### src/rtl/aud_tx_pkg.sv
package aud_tx_pkg;

    localparam int SAMPLE_W    = 24;
    localparam int FRAME_SLOTS = 64;
    localparam int SLOT_W      = $clog2(FRAME_SLOTS);
    localparam int HALF_SLOTS  = FRAME_SLOTS / 2;
    localparam int IDX_W       = $clog2(SAMPLE_W);

    typedef enum logic [1:0] {
        FMT_I2S = 2'd0,
        FMT_LJ  = 2'd1,
        FMT_RJ  = 2'd2,
        FMT_DSP = 2'd3
    } fmt_e;

    typedef struct packed {
        fmt_e       fmt;
        logic       alt;
        logic [1:0] wl;
    } cfg_t;

    typedef struct packed {
        logic [SAMPLE_W-1:0] l;
        logic [SAMPLE_W-1:0] r;
    } pair_t;

    typedef struct packed {
        logic             lr;
        logic             act;
        logic             right;
        logic [IDX_W-1:0] idx;
    } slot_t;

    function automatic int wl_bits(logic [1:0] wl);
        case (wl)
            2'd0:    return 16;
            2'd1:    return 20;
            default: return 24;
        endcase
    endfunction

    // Decide word-clock level and which sample bit (if any) a slot carries.
    function automatic slot_t map_slot(cfg_t c, logic [SLOT_W-1:0] slot);
        slot_t m;
        int    w, pos, s0, off;
        logic  half;
        w    = wl_bits(c.wl);
        pos  = int'(slot[SLOT_W-2:0]);
        half = slot[SLOT_W-1];
        m    = '0;
        case (c.fmt)
            FMT_I2S: begin
                m.lr    = half ^ c.alt;
                m.right = half;
                m.act   = (pos >= 1) && (pos <= w);
                m.idx   = IDX_W'(pos - 1);
            end
            FMT_LJ: begin
                m.lr    = ~half ^ c.alt;
                m.right = half;
                m.act   = pos < w;
                m.idx   = IDX_W'(pos);
            end
            FMT_RJ: begin
                m.lr    = ~half ^ c.alt;
                m.right = half;
                m.act   = pos >= HALF_SLOTS - w;
                m.idx   = IDX_W'(pos - (HALF_SLOTS - w));
            end
            default: begin
                s0      = c.alt ? 0 : 1;
                off     = int'(slot) - s0;
                m.lr    = (slot == '0);
                m.act   = (off >= 0) && (off < 2 * w);
                m.right = off >= w;
                m.idx   = IDX_W'(m.right ? off - w : off);
            end
        endcase
        return m;
    endfunction

endpackage

### src/rtl/aud_tx_clkgen.sv
module aud_tx_clkgen
    import aud_tx_pkg::*;
#(
    parameter int DIV = 2
) (
    input  logic              clk,
    input  logic              rst,
    output logic              fall_tick,
    output logic              rise_tick,
    output logic [SLOT_W-1:0] slot,
    output logic [SLOT_W-1:0] next_slot
);
    localparam int PERIOD = 2 * DIV;
    localparam int CNT_W  = (PERIOD > 2) ? $clog2(PERIOD) : 1;

    logic [CNT_W-1:0] div_cnt;

    assign fall_tick = (div_cnt == CNT_W'(PERIOD - 1));
    assign rise_tick = (div_cnt == CNT_W'(DIV - 1));
    assign next_slot = slot + 1'b1;

    // Reset lands just before the first rising half so slot 0 opens on a fall.
    always_ff @(posedge clk) begin
        if (rst) begin
            div_cnt <= CNT_W'(DIV - 1);
            slot    <= SLOT_W'(FRAME_SLOTS - 1);
        end else if (fall_tick) begin
            div_cnt <= '0;
            slot    <= next_slot;
        end else begin
            div_cnt <= div_cnt + 1'b1;
        end
    end

endmodule

### src/rtl/aud_tx_frame.sv
module aud_tx_frame
    import aud_tx_pkg::*;
(
    input  logic                clk,
    input  logic                rst,
    input  logic                load,
    input  cfg_t                cfg_in,
    input  logic                in_valid,
    input  logic [SAMPLE_W-1:0] in_left,
    input  logic [SAMPLE_W-1:0] in_right,
    output logic                in_ready,
    output pair_t               next_pair,
    output cfg_t                next_cfg,
    output cfg_t                cur_cfg
);
    logic  pend_v;
    pair_t pend;
    pair_t cur_pair;
    logic  take;

    assign in_ready  = ~pend_v;
    assign take      = in_valid & in_ready;
    assign next_pair = load ? (pend_v ? pend : '0) : cur_pair;
    assign next_cfg  = load ? cfg_in : cur_cfg;

    always_ff @(posedge clk) begin
        if (rst) begin
            pend_v   <= 1'b0;
            pend     <= '0;
            cur_pair <= '0;
            cur_cfg  <= '0;
        end else begin
            if (load) begin
                cur_pair <= next_pair;
                cur_cfg  <= cfg_in;
            end
            if (take) begin
                pend_v <= 1'b1;
                pend   <= '{l: in_left, r: in_right};
            end else if (load) begin
                pend_v <= 1'b0;
            end
        end
    end

    AST_TAKE_FILLS: assert property (@(posedge clk) disable iff (rst)
        (in_valid && in_ready) |=> !in_ready);
    AST_LOAD_EMPTIES: assert property (@(posedge clk) disable iff (rst)
        (load && !(in_valid && in_ready)) |=> in_ready);

endmodule

### src/rtl/aud_serial_tx.sv
module aud_serial_tx
    import aud_tx_pkg::*;
#(
    parameter int DIV = 2
) (
    input  logic        clk,
    input  logic        rst,
    input  logic [1:0]  cfg_fmt,
    input  logic        cfg_alt,
    input  logic [1:0]  cfg_wl,
    input  logic        in_valid,
    output logic        in_ready,
    input  logic [23:0] in_left,
    input  logic [23:0] in_right,
    output logic        bclk,
    output logic        lrclk,
    output logic        sdo
);
    logic              fall_tick, rise_tick, load;
    logic [SLOT_W-1:0] slot, next_slot;
    cfg_t              cfg_in, next_cfg, cur_cfg;
    pair_t             next_pair;
    slot_t             sm;
    logic [SAMPLE_W-1:0] word;
    logic [IDX_W-1:0]  bit_pos;

    assign cfg_in = '{fmt: fmt_e'(cfg_fmt), alt: cfg_alt, wl: cfg_wl};
    assign load   = fall_tick && (next_slot == '0);

    aud_tx_clkgen #(.DIV(DIV)) i_clkgen (
        .clk       (clk),
        .rst       (rst),
        .fall_tick (fall_tick),
        .rise_tick (rise_tick),
        .slot      (slot),
        .next_slot (next_slot)
    );

    aud_tx_frame i_frame (
        .clk       (clk),
        .rst       (rst),
        .load      (load),
        .cfg_in    (cfg_in),
        .in_valid  (in_valid),
        .in_left   (in_left),
        .in_right  (in_right),
        .in_ready  (in_ready),
        .next_pair (next_pair),
        .next_cfg  (next_cfg),
        .cur_cfg   (cur_cfg)
    );

    always_comb begin
        sm      = map_slot(next_cfg, next_slot);
        word    = sm.right ? next_pair.r : next_pair.l;
        bit_pos = IDX_W'(SAMPLE_W - 1) - sm.idx;
    end

    always_ff @(posedge clk) begin
        if (rst) begin
            bclk  <= 1'b0;
            lrclk <= 1'b0;
            sdo   <= 1'b0;
        end else if (fall_tick) begin
            bclk  <= 1'b0;
            lrclk <= sm.lr;
            sdo   <= sm.act ? word[bit_pos] : 1'b0;
        end else if (rise_tick) begin
            bclk  <= 1'b1;
        end
    end

    AST_SDO_ON_FALL: assert property (@(posedge clk) disable iff (rst)
        (!$stable(sdo) && !$past(rst)) |-> $fell(bclk));
    AST_LR_ON_FALL: assert property (@(posedge clk) disable iff (rst)
        (!$stable(lrclk) && !$past(rst)) |-> $fell(bclk));
    AST_DSP_ONE_SLOT: assert property (@(posedge clk) disable iff (rst)
        ((cur_cfg.fmt == FMT_DSP) && $fell(lrclk)) |-> (slot == SLOT_W'(1)));

endmodule

### config.mk
export PLATFORM = sky130hd
export DESIGN_NAME = aud_serial_tx
export DESIGN_NICKNAME = d
export VERILOG_FILES = /design/src/rtl/aud_tx_pkg.sv /design/src/rtl/aud_tx_clkgen.sv /design/src/rtl/aud_tx_frame.sv /design/src/rtl/aud_serial_tx.sv
export SDC_FILE = /design/constraint.sdc
export NUM_CORES = 1
export LEC_CHECK = 0
export ABC_CLOCK_PERIOD_IN_PS = 13170
export BUFFER_PORTS_ARGS = -buffer_cell sky130_fd_sc_hd__clkbuf_2
export CAP_MARGIN = 20
export CORE_MARGIN = 3
export CORE_UTILIZATION = 45
export CTS_CLUSTER_SIZE = 30
export DETAILED_ROUTE_END_ITERATION = 7
export SYNTH_ARGS = -nofsm -noshare
export SYNTH_HDL_FRONTEND = slang
export SYNTH_SLANG_ARGS = --single-unit
### constraint.sdc
create_clock -name clk -period 13.17 [get_ports clk]
set_clock_uncertainty 0.15 [all_clocks]
set_input_delay 2.634 -clock clk [delete_from_list [all_inputs] [get_ports clk]]
set_output_delay 2.634 -clock clk [all_outputs]
set_load 0.01 [all_outputs]
==> results by group, run 1 <==
Synth
  – Synth Area in Adders: 0.0322
  – Post-synth EDFFs: 0
  – Mean Syn Cell Area: 7.98 sq um
  – Post-Synth XOR/XNOR Area: 0.0248
  – Netlist cell types: 90
  – Async SR Flop Fraction: 0
  – Multiplexer share of the synthesized area: 0.0488
  – Sequential-to-total area share from yosys stat: 0.359
  – Simple-gate share of the synthesized area: 0.253
  – Largest area contributor in the netlist: dfxtp_1
  – Synth Area in Compound Gates: 0.229
  – Synthesized net count: about 860
  – Top cells by count, synth: nand2_1 (144), dfxtp_1 (113), a21oi_1 (102)
  – Largest family of logic cells by synthesized area: simple AND/OR/NAND/NOR gates
  – Register bit count reported by yosys: roughly 110
  – Most common cell in the synthesized netlist: nand2_1
  – Ys Warns: 0
  – Top cell type's share of synthesized area: 0.359
  – Synth Cell Area: about 0.0063 sq mm
  – Synthesized instance count: between 700 and 800
  – Primary FF master, synth: dfxtp_1
  – Synth top area cells: dfxtp_1 (36%), nand2_1 (8.6%), a21oi_1 (8.1%), nor2_1 (3.9%), and3_1 (3.7%)

Setup path
  – Worst flop-to-flop path startpoint: i_clkgen.slot[0]
  – Crit path from: i_clkgen.slot[0]
  – Critical path class: reg2reg
  – Critical Path RT: ~13 ns
  – Worst Path Arrival: approximately 6.6 ns
  – CP max FO: 16
  – Worst R2R Setup Slack: 6.77 ns
  – Worst Setup End Kind: register
  – Worst r2r dst: sdo
  – Worst R2R Path Depth: 19
  – Startpoint Class: register

STA
  – Max Fclk: about 160 MHz
  – Slew Limit Headroom: 0.303
  – Final Max Slew Viols: 0
  – Final Cycle Share: 0.486
  – Setup violations, final: 0
  – Measured slew at the worst slew-check pin: slightly above 1 ns
  – Min Clock Period, post-route: ~6.4 ns
  – RSZ-0062 raised after global routing: no
  – Final setup TNS: 0 ns
  – Final Hold Viols: 0
  – WHS: a little under 0.3 ns

CTS
  – Post-CTS sizing: 0
  – Num CTS Buffers: 17
  – Clk Tree Root Cell: clkbuf_16
  – CTS Hold Bufs: 0
  – CTS tree: yes
  – H-tree depth: 4
  – Post-CTS Setup Bufs: 0
  – Clk buf depth: 2
  – CTS clk-pin slew, worst paths: 0.06 ns
  – CTS Sinks: between 100 and 150
  – Clock Latency Late Sink: roughly 0.42 ns

Run
  – Max Cap Violations: 0

Routing
  – DR pass1 iterations: 5
  – Met1 Wirelength: 8030 um
  – WL final: between 15000 and 20000 um
  – # DRC: 0
  – Max layer used: met4
  – Number of routed nets with antenna violations: 0
  – Vias: approximately 6000
  – Drt wl/cell: around 18 um
  – Drt via density: slightly below 6
  – Met2 WL post-DR: ~8500 um
  – 1st-iter DRT viols: between 500 and 600
  – DR WL met3: a little under 900 um

Floorplanning
  – Ports: 60
  – Full die area: 0.0155 sq mm
  – Die Wd: between 100 and 150 um
  – Die Y: roughly 120 um
  – Placement Rows: 42
  – Initial Util: 0.468
  – Core Region: ~0.013 sq mm

Placement
  – Placer congestion estimate: approximately 0.90
  – Port bufs: 59
  – Placed Instances: between 900 and 1000
  – HPWL after DPL: between 10000 and 15000 um

Final layout
  – Nets: just under 900
  – Post-route core utilization: 0.542
  – Multi-input logic area: ~0.0037 sq mm
  – Area grow syn2layout: 15.6%
  – # diodes: 0
  – Non-Filler Instances: 1009
  – Fillcell total: ~1300
  – Layout cells sized above 1: 0.167
  – Sequential Area: 0.00226 sq mm

Pwr
  – Total power: between 1 and 1.5 mW
  – Leak pwr: 3.01 nW
  – Power per standard cell area: between 200 and 250 mW/mm^2
  – Max IR drop VDD: 0.0000923 V

Outcome
  – Status: finished, final reports clean

Min path
  – Hold Path Depth: 2
  – Tightest Hold Check Type: reg2reg
  – Worst Hold Endpoint: i_frame.pend[25]
  – Hold path start: i_frame.pend[25]

Global route
  – Initial antenna violation count: 0
  – Largest net degree at the start of global routing: 93
  – Vias in the first global route: 5752
  – Total grt overflow: 0
  – First-pass GRT wire length: between 20000 and 30000 um
  – GRT Total Usage: 0.234
## layer usage
layer | global-route usage | vias to the layer above
met2 | 0.384 | 204
met1 | 0.303 | 2868
met3 | 0.0437 | 49
li1 | - | 2872
met4 | 0.0961 | 0
met5 | 0 | -
## metrics by stage
stage | setup WS [ns] | area, sq um
detailed placement | 6.09 | 6630
CTS | 6.50 | 7280
global placement | 6.25 | 6630
global route | 6.38 | 7290
floorplan | 7.00 | 6300
finish | 6.77 | 7290
## worst max-delay path by stage
stage / to / slack, ns / cells past startpoint
global route: sdo / 6.38 / 19
finish: sdo / 6.77 / 19
global placement: sdo / 6.25 / 15
floorplan: sdo / 7.00 / 14
CTS: sdo / 6.50 / 18
detailed placement: sdo / 6.09 / 15
## layout make-up
cell class	instances	area share
Sequential cell	113	0.310
Timing Repair Buffer	66	0.0481
Multi-Input combinational cell	601	0.511
Tap cell	176	0.0302
Inverter	21	0.0108
Clock buffer	20	0.0613
Clock inverter	12	0.0280
## layout by cell type, fill, tap and decap left out, types with 3 or more instances in the layout
cell,netlist,routed
and4_1,3,3
xor2_1,4,4
a31oi_1,9,9
a311oi_1,3,3
bufinv_16,0,5
and2_1,10,10
xnor2_1,7,7
clkbuf_16,0,17
and3_1,37,37
nor2_1,65,65
o21ai_0,12,12
nor4_1,4,4
nand2_1,144,144
nor3_1,12,12
inv_1,19,19
ha_1,13,13
o31ai_1,3,3
dfxtp_1,113,113
nand4_1,6,6
a21oi_1,102,102
buf_4,2,7
nand3_1,34,33
clkbuf_2,1,58
a22oi_1,7,7
a221oi_1,7,7
mux2_2,5,5
a211oi_1,11,11
clkinvlp_4,0,3
nand3_2,2,3
o211ai_1,5,5
inv_6,0,3
a21boi_0,3,3
mux2i_1,20,20
## sequential cells by signal (all words and copies together), names as in the netlist
name / cells
i_clkgen.div_cnt: 2
i_frame.cur_cfg: 5
i_frame.pend_v: 1
i_frame.cur_pair: 48
i_frame.pend: 48
bclk: 1
i_clkgen.slot: 6
sdo: 1
lrclk: 1
## cells by family after synthesis
group,after synthesis
xor+xnor,14
compound gates,206
buf+inv,76
simple gates,338
mux,28
fa+ha+maj,15
flops,113
## critical path: stages (launching register included)
cell and delay (ns):
dfxtp_1 0.73, ha_1 0.59, and3_1 0.45, a41o_2 0.37, nand3_2 0.12, mux2i_1 0.39
ha_1 0.26, ha_1 0.23, or4b_1 0.47, o31ai_2 0.13, a21boi_2 0.25, a2bb2oi_2 0.10
a211oi_1 0.49, o41ai_2 0.14, clkbuf_4 0.22, a2111oi_0 0.53, a31o_1 0.17, nor4_1 0.05
a311oi_1 0.28, a32o_1 0.20
## power breakdown
part           internal, mW  switching, mW  leakage (nW)
registers             0.358         0.0185         0.920
clock network         0.342          0.167         0.308
logic                 0.204          0.374          1.78
total                 0.905          0.560          3.01
Power figures use the tool's default switching activity.
==> inputs of run 2 (changes only) <==
--- a/config.mk
+++ b/config.mk
@@ -5,7 +5,7 @@
 export SDC_FILE = /design/constraint.sdc
 export NUM_CORES = 1
 export LEC_CHECK = 0
-export ABC_CLOCK_PERIOD_IN_PS = 13170
+export ABC_CLOCK_PERIOD_IN_PS = 6600
 export BUFFER_PORTS_ARGS = -buffer_cell sky130_fd_sc_hd__clkbuf_2
 export CAP_MARGIN = 20
 export CORE_MARGIN = 3
==> constraint.sdc (replaced) <==
create_clock -name clk -period 6.6 [get_ports clk]
set_clock_uncertainty 0.15 [all_clocks]
set_input_delay 1.32 -clock clk [delete_from_list [all_inputs] [get_ports clk]]
set_output_delay 1.32 -clock clk [all_outputs]
set_load 0.01 [all_outputs]
==> results by group, run 2 (synthesis results as in run 1) <==
Final layout
  – Fillcell total: ~1400
  – Layout cells sized above 1: 0.171
  – Nets: roughly 900
  – Most frequent cells in the layout: nand2_1 (144), dfxtp_1 (113), a21oi_1 (102), nor2_1 (65), clkbuf_2 (58)
  – # diodes: 0
  – Area grow syn2layout: 14.2%
  – Sequential Area: between 0.002 and 0.0025 sq mm
  – Most common cell after layout, fill and taps aside: nand2_1
  – Multi-input logic area: 0.00373 sq mm
  – Largest regs: i_frame.cur_pair x48, i_frame.pend x48, i_clkgen.slot x6

Global route
  – Largest net degree at the start of global routing: a little over 100
  – GRT Total Usage: 0.244
  – Total grt overflow: 0
  – First-pass GRT wire length: roughly 30000 um
  – Vias in the first global route: between 5000 and 6000
  – Initial antenna violation count: 0

Routing
  – DR pass1 iterations: 5
  – Vias: roughly 5900
  – Drt via density: a little under 6
  – 1st-iter DRT viols: between 500 and 600
  – WL final: around 19000 um
  – Number of routed nets with antenna violations: 0
  – # DRC: 0
  – Drt wl/cell: 18.6 um

Setup path
  – Critical path class: reg2reg
  – Worst Setup End Kind: register
  – Worst Path Arrival: between 6 and 7 ns
  – Worst path slowest cell: o41ai_2
  – CP Depth: 19
  – Critical Path RT: 6.75 ns
  – Worst R2R Setup Slack: approximately 0.6 ns
  – Startpoint Class: register
  – Worst stage delay on the critical path: 0.57 ns
  – Setup crit end: sdo
  – Cell mode on critical path: ha_1
  – Worst flop-to-flop path startpoint: i_clkgen.slot[1]
  – Worst R2R Path Depth: 19
  – Cells along the critical path: ha_1, and3_1, a41o_2, nand3_2, mux2i_1, ha_1, ha_1, or4b_1, o31ai_2, xnor2_1, and4_1, a2bb2oi_1, o41ai_2, buf_4, nand2_1, and3_1, nor4_1, a311oi_1, a32o_1
  – Crit path from: i_clkgen.slot[1]
  – Bufs and invs on worst path: 1
  – Critical path's top delay family: simple AND/OR/NAND/NOR gates
  – CP max FO: 11
  – Worst r2r dst: sdo

Outcome
  – Status: finished, final reports clean

CTS
  – Num CTS Buffers: 17
  – Post-CTS sizing: 0
  – Clk Tree Root Cell: clkbuf_16
  – CTS Hold Bufs: 0
  – Clk buf depth: 2
  – Clock Latency Late Sink: around 0.41 ns
  – CTS clk-pin slew, worst paths: 0.06 ns
  – CTS Sinks: around 110
  – Post-CTS Setup Bufs: 0
  – CTS tree: yes
  – H-tree depth: 4

STA
  – Worst Slack Setup Final: approximately 0.61 ns
  – Slew Limit Headroom: 0.268
  – Final Hold Viols: 0
  – Setup violations, final: 0
  – Min Clock Period, post-route: 5.99 ns
  – Final setup TNS: 0 ns
  – WHS: roughly 0.30 ns
  – Max Fclk: between 150 and 200 MHz
  – Final Cycle Share: 0.907
  – Final Max Slew Viols: 0
  – RSZ-0062 raised after global routing: no
  – Measured slew at the worst slew-check pin: 1.10 ns

Pwr
  – Max IR drop VDD: around 0.00019 V
  – Total power: ~2.7 mW
  – Power per standard cell area: roughly 380 mW/mm^2
  – Leak pwr: ~3.0 nW

Placement
  – Placer congestion estimate: 0.911
  – Post-Place Worst Slack: 0.632 ns
  – Port bufs: approximately 60
  – HPWL after DPL: between 10000 and 15000 um

Floorplanning
  – Full die area: roughly 0.015 sq mm
  – Die Y: approximately 120 um
  – Core Region: 0.0135 sq mm
  – Die Wd: approximately 120 um
  – Initial Util: 0.468
  – Placement Rows: 42
  – Ports: 60

Min path
  – Tightest Hold Check Type: reg2reg

Run
  – Max Cap Violations: 0
-- run 2: power breakdown --
part / total (mW) / switching (mW) / internal (mW)
clock: 0.816 / 0.336 / 0.480
sequential: 0.747 / 0.0318 / 0.715
combinational: 1.18 / 0.769 / 0.413
total: 2.74 / 1.14 / 1.61
-- run 2: per-stage QoR --
| stage | instance area [sq um] | instances | util |
|---|---|---|---|
| 2_1_floorplan | 6300 | 790 | - |
| 3_3_place_gp | 6680 | 982 | 0.496 |
| 3_5_place_dp | 6680 | 982 | 0.496 |
| 4_1_cts | 7200 | 1014 | 0.535 |
| 5_1_grt | 7200 | 1014 | 0.535 |
| 6_report | 7200 | 1014 | 0.535 |
-- run 2: worst reg2reg max path, stage by stage, from the launching register on --
cell and delay (ns):
dfxtp_1 0.52, ha_1 0.52, and3_1 0.44, a41o_2 0.35, nand3_2 0.11, mux2i_1 0.29, ha_1 0.23, ha_1 0.22
or4b_1 0.47, o31ai_2 0.14, xnor2_1 0.20, and4_1 0.26, a2bb2oi_1 0.18, o41ai_2 0.57, buf_4 0.27, nand2_1 0.06
and3_1 0.19, nor4_1 0.35, a311oi_1 0.14, a32o_1 0.24
-- run 2: layout make-up --
cell class / count / area share
repair buffers: 71 / 0.0539
clock buffers: 20 / 0.0607
inverters: 21 / 0.0110
well taps: 176 / 0.0306
clock inverters: 12 / 0.0120
multi-input cells: 601 / 0.518
flip-flops and latches: 113 / 0.314
-- run 2: worst min path at each step --
stage                                 from          endpoint  slack, ns  depth (start not counted)
after floorplan            i_frame.pend[0]   i_frame.pend[0]       0.28                          2
after global placement    i_frame.pend[31]  i_frame.pend[31]       0.29                          2
after detailed placement  i_frame.pend[44]  i_frame.pend[44]       0.29                          2
after CTS                 i_frame.pend[44]  i_frame.pend[44]       0.30                          2
after global routing      i_frame.pend[25]  i_frame.pend[25]       0.32                          2
final                     i_frame.pend[32]  i_frame.pend[32]       0.30                          2
-- run 2: per-layer routing --
| layer | vias up | global-route usage | wire length [um] | part of all wire |
|---|---|---|---|---|
| met2 | 159 | 0.406 | 9080 | 0.48 |
| li1 | 2893 | - | - | - |
| met4 | 0 | 0.0903 | 483 | 0.026 |
| met5 | - | 0 | 0 | 0 |
| met3 | 30 | 0.0467 | 676 | 0.036 |
| met1 | 2806 | 0.313 | 8610 | 0.46 |
